===== src/rtl/pit_pkg.sv =====
// Package: shared encodings for the timer channel.
// Assumes an 8-bit write bus and a count of two bytes.
package pit_pkg;
    localparam int unsigned BYTE_W = 8;
    localparam int unsigned CNT_W  = 2 * BYTE_W;

    // Byte-loading pattern taken from the control word.
    typedef enum logic [1:0] {
        ACC_LATCH = 2'b00,
        ACC_LO    = 2'b01,
        ACC_HI    = 2'b10,
        ACC_LOHI  = 2'b11
    } acc_e;

    // Control word fields, most significant first.
    typedef struct packed {
        logic [1:0] sel;
        acc_e       acc;
        logic [2:0] mode;
        logic       bcd;
    } ctrl_word_t;
endpackage


===== src/rtl/pit_ctrl_decode.sv =====
// Control word decoder: accepts words for this channel and holds the
// access pattern and counting enable. Assumes word and data share a bus.
module pit_ctrl_decode
    import pit_pkg::*;
#(
    parameter int unsigned CHAN_ID = 0
) (
    input  logic              clk,
    input  logic              rst_n,
    input  logic              ctrl_wr_i,
    input  logic [BYTE_W-1:0] wr_byte_i,
    output logic              accept_o,
    output acc_e              acc_o,
    output logic              enable_o
);
    localparam logic [1:0] CHAN_SEL = CHAN_ID[1:0];

    ctrl_word_t word;
    acc_e       acc_q;
    logic       en_q;
    logic       mode_ok;

    assign word = ctrl_word_t'(wr_byte_i);

    // Decide whether the word is ours and whether its mode can count.
    always_comb begin
        accept_o = ctrl_wr_i && (word.sel == CHAN_SEL) && (word.acc != ACC_LATCH);
        mode_ok  = ((word.mode == 3'b010) || (word.mode == 3'b110)) && !word.bcd;
    end

    // Hold the programmed access pattern and enable.
    always_ff @(posedge clk) begin
        if (!rst_n) begin
            acc_q <= ACC_LOHI;
            en_q  <= 1'b0;
        end else if (accept_o) begin
            acc_q <= word.acc;
            en_q  <= mode_ok;
        end
    end

    assign acc_o    = acc_q;
    assign enable_o = en_q;


    foreign_word_chk: assert property (@(posedge clk) disable iff (!rst_n)
        (ctrl_wr_i && word.sel != CHAN_SEL) |=> ($stable(acc_q) && $stable(en_q)));
endmodule


===== src/rtl/pit_count_loader.sv =====
// Count loader: assembles the count from one or two data bytes according
// to the access pattern and flags the cycle in which a count completes.
// Assumes clear_i wins over any data write in the same cycle.
module pit_count_loader
    import pit_pkg::*;
(
    input  logic              clk,
    input  logic              rst_n,
    input  logic              clear_i,
    input  logic              enable_i,
    input  acc_e              acc_i,
    input  logic              data_wr_i,
    input  logic [BYTE_W-1:0] byte_i,
    output logic              load_o,
    output logic [CNT_W-1:0]  load_val_o
);
    logic              take;
    logic              hi_pending_q;
    logic [BYTE_W-1:0] lo_q;

    assign take = data_wr_i && !clear_i && enable_i;

    // Form the completed count for the current access pattern.
    always_comb begin
        load_o     = 1'b0;
        load_val_o = '0;
        case (acc_i)
            ACC_LO: begin
                load_o     = take;
                load_val_o = {{BYTE_W{1'b0}}, byte_i};
            end
            ACC_HI: begin
                load_o     = take;
                load_val_o = {byte_i, {BYTE_W{1'b0}}};
            end
            ACC_LOHI: begin
                load_o     = take && hi_pending_q;
                load_val_o = {byte_i, lo_q};
            end
            default: begin
                load_o     = 1'b0;
                load_val_o = '0;
            end
        endcase
    end

    // Track the byte toggle and hold the pending low byte.
    always_ff @(posedge clk) begin
        if (!rst_n) begin
            hi_pending_q <= 1'b0;
            lo_q         <= '0;
        end else if (clear_i) begin
            hi_pending_q <= 1'b0;
        end else if (take && acc_i == ACC_LOHI) begin
            hi_pending_q <= !hi_pending_q;
            if (!hi_pending_q) lo_q <= byte_i;
        end
    end


    low_first_chk: assert property (@(posedge clk) disable iff (!rst_n)
        (data_wr_i && acc_i == ACC_LOHI && !hi_pending_q) |-> !load_o);
endmodule


===== src/rtl/pit_rate_counter.sv =====
// Rate counter: down-counts a loaded value, drops the output for one clock
// when the count is 1, then reloads. A count of 0 wraps to 65536 clocks.
// Assumes stop_i wins over load_i.
module pit_rate_counter
    import pit_pkg::*;
(
    input  logic             clk,
    input  logic             rst_n,
    input  logic             stop_i,
    input  logic             load_i,
    input  logic [CNT_W-1:0] load_val_i,
    output logic             out_o
);
    localparam logic [CNT_W-1:0] ONE = CNT_W'(1);

    logic             running_q;
    logic [CNT_W-1:0] cnt_q;
    logic [CNT_W-1:0] reload_q;

    // Count, reload and take in new counts.
    always_ff @(posedge clk) begin
        if (!rst_n) begin
            running_q <= 1'b0;
            cnt_q     <= '0;
            reload_q  <= '0;
        end else if (stop_i) begin
            running_q <= 1'b0;
        end else if (load_i && !running_q) begin
            running_q <= 1'b1;
            cnt_q     <= load_val_i;
            reload_q  <= load_val_i;
        end else if (running_q) begin
            if (load_i) reload_q <= load_val_i;
            if (cnt_q == ONE) cnt_q <= load_i ? load_val_i : reload_q;
            else              cnt_q <= cnt_q - ONE;
        end
    end

    // Output is low only in the terminal cycle of a running period.
    assign out_o = !(running_q && cnt_q == ONE);


    single_low_chk: assert property (@(posedge clk) disable iff (!rst_n)
        (!out_o && reload_q != ONE && !stop_i && !load_i) |=> out_o);

    reload_bypass_chk: assert property (@(posedge clk) disable iff (!rst_n)
        (running_q && cnt_q == ONE && load_i && !stop_i) |=> (cnt_q == $past(load_val_i)));

    zero_wrap_chk: assert property (@(posedge clk) disable iff (!rst_n)
        (running_q && cnt_q == '0 && !stop_i) |=> (cnt_q == '1));

    idle_hold_chk: assert property (@(posedge clk) disable iff (!rst_n)
        (!running_q && !load_i) |=> !running_q);
endmodule


===== src/rtl/pit_channel.sv =====
// Timer channel top: ties the control decoder, count loader and rate
// counter together. Assumes one shared write byte with two strobes.
module pit_channel
    import pit_pkg::*;
#(
    parameter int unsigned CHAN_ID = 0
) (
    input  logic              clk,
    input  logic              rst_n,
    input  logic              ctrl_wr,
    input  logic              data_wr,
    input  logic [BYTE_W-1:0] wr_byte,
    output logic              rate_out
);
    logic             accept;
    acc_e             acc;
    logic             enable;
    logic             load;
    logic [CNT_W-1:0] load_val;

    pit_ctrl_decode #(.CHAN_ID(CHAN_ID)) u_decode (
        .clk       (clk),
        .rst_n     (rst_n),
        .ctrl_wr_i (ctrl_wr),
        .wr_byte_i (wr_byte),
        .accept_o  (accept),
        .acc_o     (acc),
        .enable_o  (enable)
    );

    pit_count_loader u_loader (
        .clk        (clk),
        .rst_n      (rst_n),
        .clear_i    (accept),
        .enable_i   (enable),
        .acc_i      (acc),
        .data_wr_i  (data_wr),
        .byte_i     (wr_byte),
        .load_o     (load),
        .load_val_o (load_val)
    );

    pit_rate_counter u_counter (
        .clk        (clk),
        .rst_n      (rst_n),
        .stop_i     (accept),
        .load_i     (load),
        .load_val_i (load_val),
        .out_o      (rate_out)
    );


    stop_high_chk: assert property (@(posedge clk) disable iff (!rst_n)
        accept |=> rate_out);
endmodule


===== config.mk =====
export PLATFORM = sky130hd
export DESIGN_NAME = pit_channel
export DESIGN_NICKNAME = d
export VERILOG_FILES = /design/src/rtl/pit_pkg.sv /design/src/rtl/pit_ctrl_decode.sv /design/src/rtl/pit_count_loader.sv /design/src/rtl/pit_rate_counter.sv /design/src/rtl/pit_channel.sv
export SDC_FILE = /design/constraint.sdc
export NUM_CORES = 1
export LEC_CHECK = 0
export ABC_AREA = 1
export BUFFER_PORTS_ARGS = -buffer_cell sky130_fd_sc_hd__buf_4
export CORE_MARGIN = 2
export CORE_UTILIZATION = 60
export CTS_CLUSTER_DIAMETER = 80
export DETAILED_ROUTE_END_ITERATION = 16
export GPL_ROUTABILITY_DRIVEN = 0
export PLACE_DENSITY = 0.84
export SETUP_SLACK_MARGIN = 0.3
export SYNTH_ARGS = -nofsm -noshare
export SYNTH_HDL_FRONTEND = slang
export SYNTH_SLANG_ARGS = --single-unit

===== constraint.sdc =====
create_clock -name clk -period 2.5 [get_ports clk]
set_clock_uncertainty 0.2 [all_clocks]
set_input_delay 0.125 -clock clk [delete_from_list [all_inputs] [get_ports clk]]
set_output_delay 0.125 -clock clk [all_outputs]
set_load 0.02 [all_outputs]

Word level (Yosys, flattened, before mapping):

Cells that the tools add are included.

* flip-flop bits (word level): 45
* output and inout bits: 1
* input port bits: 12
* word-level logic and storage cells: 47

* bitwise logic cells: 3
* reductions and logical operators: 22
* equal/unequal tests: 6
* muxes and demuxes: 8
* add/sub/neg operators: 1

Operators with widths (count)
* 16-bit two-way mux: 6
* 16-bit case mux with 3 select lines: 1
* 16-bit by 1-bit equality test with 1-bit output (second input constant): 1
* 16-bit by 1-bit subtractor with 16-bit output (second input constant): 1
* 1-bit logical AND: 9
* 1-bit zero test: 5
* 2-bit equality test (second input constant): 2
* 2-bit nonzero test: 2
* 2-bit OR reduction: 2
* 3-bit by 2-bit equality test with 1-bit output (second input constant): 1
* 3-bit equality test (second input constant): 1
* 1-bit NOT: 3
* 3-bit AND reduction: 1
* 2-bit by 1-bit equality test with 1-bit output (second input constant): 1
* 2-bit zero test: 1
* 1-bit case mux with 2 select lines: 1
* 2-bit AND reduction: 1
* 1-bit logical OR: 1

Depth between registers and ports, before layout:

* depth in word-level cells: 12
* gate-level depth with buffers: 13
* depth with buffers taken out: 11

Modules after synthesis:

From an unflattened synthesis, not the netlist that was laid out.

* cell total of the unflattened synthesis: 451
* area, all modules: 3171.8 µm²

Modules (own cells, without submodules)
* pit_rate_counter: seq. area each 660.6 µm², area each 2312.2 µm², cells each 317, times used 1
* pit_count_loader: seq. area each 180.2 µm², area each 698.2 µm², cells each 108, times used 1
* pit_ctrl_decode: seq. area each 60.1 µm², area each 161.4 µm², cells each 26, times used 1

Worst setup path after synthesis:

OpenSTA, ideal clock, no wires.

* kind: register to register
* from: reg u_decode.acc_q[1], in the netlist u_decode.acc_o[1]
* to: reg u_counter.cnt_q[1]
* data required time: 2178 ps
* cell stages (with the launch flop): 13
* period minus slack after synthesis: 2102 ps
* setup time: 122 ps
* arrival: 1780 ps
* path buffers: 3
* path slack: 398 ps
* cell sequence: dfxtp_1 buf_2 inv_1 ha_1 inv_1 a21oi_4 nand4_2 buf_6 buf_6 nor2_2 a21oi_1 o21ai_1 a21oi_2

* longest elaborated chain between the ends: 7
* elaborated cells between the ends (all ways): 13
* classes of those cells: 3 x eq/ne; 6 x mux; 4 x reduce/logical

RTL lines
* start: declaration: RTL line pit_ctrl_decode.sv:19 `acc_e acc_q;`
* start signal: assignment: RTL line pit_ctrl_decode.sv:37 `acc_q <= word.acc;`
* 2-bit by 1-bit equality test with 1-bit output or 2-bit equality test (tied branches): RTL line pit_count_loader.sv:27 `case (acc_i)`
* 2-bit OR reduction (no line)
* 1-bit case mux with 2 select lines: RTL line pit_count_loader.sv:27
* 16-bit two-way mux
* 16-bit two-way mux: RTL line pit_rate_counter.sv:34 `if (cnt_q == ONE) cnt_q <= load_i ? load_val_i : reload_q;`
* 16-bit two-way mux: RTL line pit_rate_counter.sv:32 `end else if (running_q) begin`
* 16-bit two-way mux: RTL line pit_rate_counter.sv:28 `end else if (load_i && !running_q) begin`
* end signal: assignment: RTL line pit_rate_counter.sv:30 `cnt_q <= load_val_i;`
* end signal: assignment: RTL line pit_rate_counter.sv:34
* end signal: assignment: RTL line pit_rate_counter.sv:35 `else cnt_q <= cnt_q - ONE;`
* end: declaration: RTL line pit_rate_counter.sv:17 `logic [CNT_W-1:0] cnt_q;`

Several ways; a longest one is shown, not always the timed one. The select of a mux whose other input is x is not followed.
A chain may end at the register's enable or synchronous reset.

Final worst setup path:

* from: reg u_decode.acc_q[0], in the netlist u_decode.acc_o[0]
* to: reg u_counter.cnt_q[4]

The elaborated chain is that of the path after synthesis.

==> impl_metrics.json <==
{
  "fmax_mhz": 464,
  "syn_area_um2": 2790,
  "antenna_violations_before_repair": 0,
  "dominant_combinational_cell_family_by_area_after_synthesis": "simple AND/OR/NAND/NOR gates",
  "wl_mm": 7.42,
  "hold_path.startpoint": "ctrl_wr",
  "synth-edff-count": 0,
  "clock-sinks": 45,
  "numPortBuffers": 12,
  "actual_slew_at_the_worst_max_slew_pin_ps": 424,
  "detail_route.wl_per_cell_um": 14.7,
  "grt_usage": 0.291,
  "numPlacedInstances": 481,
  "netlist-cell-type-count": 36,
  "grt_pass1_wl_mm": 12.1,
  "row_count": 24,
  "cts_root_buffer": "clkbuf_8",
  "ctsLongestPathBuffers": 2,
  "post-dp-hpwl_mm": 5.13,
  "antennaDiodeCount": 0,
  "first_global_vias": 2737,
  "die_width_um": 72.2,
  "synth-seq-cells": 45,
  "start_util": 0.632,
  "minimum_clock_period_after_layout_ps": 2150,
  "hold_path_class": "input port to flop",
  "tritoncts.num_buffers": 5,
  "criticalPathCategory": "flop to flop",
  "via_count": 2909,
  "timing.hold.worst_endpoint": "u_decode.enable_o$_SDFFE_PN0P_",
  "boundaryPins": 13,
  "cp.arrival_ps": 2190,
  "drv_cap": 0,
  "ys_dominant_reg_cell": "dfxtp_1",
  "worstRegToRegCells": 9,
  "maximum_number_of_pins_on_one_net_before_global_route_repair": 26,
  "synth_xor_xnor_area_share": 0.0126,
  "worst_setup_hold_path_clk_slew_ps": 80,
  "hold-path-cell-count": 4,
  "rrSetupSlack_ps": 350,
  "run_status": "finished, final reports clean",
  "worst_r2r_startpoint": "u_decode.acc_o[0]$_SDFFE_PN1P_",
  "clock_latency_ps": 300,
  "r2r-end": "u_counter.cnt_q[4]$_SDFFE_PN0P_",
  "powerDensity_nw_per_um2": 420,
  "slew_viol_final": 0,
  "cts_htree_levels": 2,
  "syn_nets": 445,
  "initial_drt_pass_iterations": 5,
  "finish.net_count": 472,
  "power.static_leakage_nw": 1.48,
  "detail_route.vias_per_cell": 5.75,
  "syn_to_final_growth_pct": 12.9,
  "setup_repair_after_global_routing_missed_its_margin": "yes",
  "max_slew_margin": 0.715,
  "finalHoldViolations": 0,
  "mux_contribution_to_synthesized_area": 0,
  "clock_tree_from_tritoncts": "yes",
  "drc": 0,
  "path_max_fanout": 15,
  "power.total_mw": 1.32,
  "synth_compound_gate_area_share": 0.183,
  "final.period_utilization": 0.862,
  "crit_path_end_kind": "flop",
  "proportion_of_synthesized_flip_flops_having_asynchronous_set_or_reset": 0,
  "die-area_um2": 5210,
  "yosys_warnings": 0,
  "chipHeight_um": 72.2,
  "final-setup-viol-count": 0,
  "initialDrtViolationCount": 311,
  "synth_cells": 426,
  "worst_ep_required_time_ps": 2540,
  "synth_area_in_simple_gates": 0.342,
  "start_kind": "flop",
  "fin_cells": 506,
  "post_route_cells_drive_above_1_share": 0.123,
  "synth_area_per_cell_um2": 6.55,
  "synth-seq-area-share": 0.323,
  "totalNegativeSetupSlack_ps": 0,
  "gr-total-overflow": 0,
  "vdd_ir_drop_max_mv": 0.426,
  "drtAntennaViolNets": 0,
  "fp.coreArea_um2": 4410,
  "synthAdderAreaFrac": 0.0314
}
metrics by stage:
step	instance area (um2)	hold WS, ps	setup slack, ps	utilization
6_report	3150	43.4	346	0.714
5_1_grt	3150	58.5	191	0.714
4_1_cts	3090	30.2	331	0.699
3_5_place_dp	2880	173	380	0.653
3_3_place_gp	2880	180	458	0.653
2_1_floorplan	2790	51.4	398	-
layout by cell type (no fill, tap or decap), types with 10 or more instances in the layout:
master          n
nor2_1         65
dlygate4sd3_1  10
inv_1          43
nand2_1        94
nand3_1        32
nand4_1        10
o21ai_0        36
a21oi_1        30
dfxtp_1        45
buf_4          26
timing repair:
action | 4_1_cts | 5_1_grt
gates resized for setup | 0 | 3
hold endpoints to repair | 22 | 0
buffers inserted | 1 | 6
hold buffers | 10 | 0
pin swaps | 1 | 1
endpoints found under the setup margin | 1 | 23
Yosys cell counts, types with 3 or more instances:
library cell  number  share of area
nor2_1            65          0.087
dfxtp_1           45           0.32
nand4_1           10          0.022
inv_1             44          0.059
nand3_1           32          0.057
nand2_1           94           0.13
inv_2              3         0.0040
a21oi_1           30          0.054
ha_1               7          0.031
buf_2              4         0.0072
xor2_1             3         0.0094
o21ai_1            8          0.014
a22o_1             3         0.0094
nor2_2             3         0.0067
clkbuf_1           4         0.0054
a21oi_2            3         0.0094
o21ai_2            3         0.0094
o21ai_0           36          0.065
buf_6              6          0.024
cell type report:
| class | instances | area (um2) |
|---|---|---|
| fillers | 361 | 1260 |
| inverters | 49 | 188 |
| clock buffers | 6 | 82.6 |
| repair buffers | 36 | 295 |
| multi-input cells | 316 | 1610 |
| flip-flops and latches | 45 | 901 |
| well taps | 52 | 65.1 |
| clock inverters | 2 | 13.8 |
per-layer routing:
metal  wire length [um]  global-route usage  vias up
li1                   -                   -     1440
met2               3590               0.488      135
met3                562              0.0583       17
met5                  0                   0        -
met1               3170               0.374     1317
met4                102              0.0964        0
worst max-delay path: stages, from the launching register on:
cell     delay, ps
dfxtp_1        370
inv_1          100
ha_1           290
inv_1           60
a21oi_4        160
nand4_2        210
buf_4          270
o21ai_1        230
o21ai_1         90
a21oi_1        110
flip-flops by register name, summed over array words and instances (netlist names):
signal and cells:
u_counter.reload_q 16, u_counter.cnt_q 16, u_loader.hi_pending_q 1, u_loader.lo_q 8, u_counter.running_q 1, u_decode.acc_o 2, u_decode.enable_o 1
where the power goes:
part / switching (mW) / internal [mW] / total [mW]
combinational: 0.0737 / 0.0472 / 0.121
sequential: 0.00266 / 0.719 / 0.722
clock: 0.257 / 0.224 / 0.482
total: 0.333 / 0.991 / 1.32
worst max path at each step:
stage,from,to,slack (ps),depth (start not counted)
4_1_cts,wr_byte[6],u_decode.enable_o$_SDFFE_PN0P_,330,8
6_report,u_decode.acc_o[0]$_SDFFE_PN1P_,u_counter.cnt_q[4]$_SDFFE_PN0P_,350,9
2_1_floorplan,u_decode.acc_o[1]$_SDFFE_PN1P_,u_counter.cnt_q[1]$_SDFFE_PN0P_,400,12
3_5_place_dp,u_decode.acc_o[0]$_SDFFE_PN1P_,u_counter.cnt_q[15]$_SDFFE_PN0P_,380,10
3_3_place_gp,u_decode.acc_o[1]$_SDFFE_PN1P_,u_counter.cnt_q[3]$_SDFFE_PN0P_,460,10
5_1_grt,u_decode.acc_o[0]$_SDFFE_PN1P_,u_counter.cnt_q[2]$_SDFFE_PN0P_,190,9
logic make-up after synthesis:
logic type | count (synthesis)
AND/OR/NAND/NOR | 215
AO/OA/AOI/OAI | 90
buffers and inverters | 65
flip-flops | 45
adder cells (fa/ha/maj) | 7
XOR/XNOR | 4
Note: power is estimated with default switching activity, not from simulation.
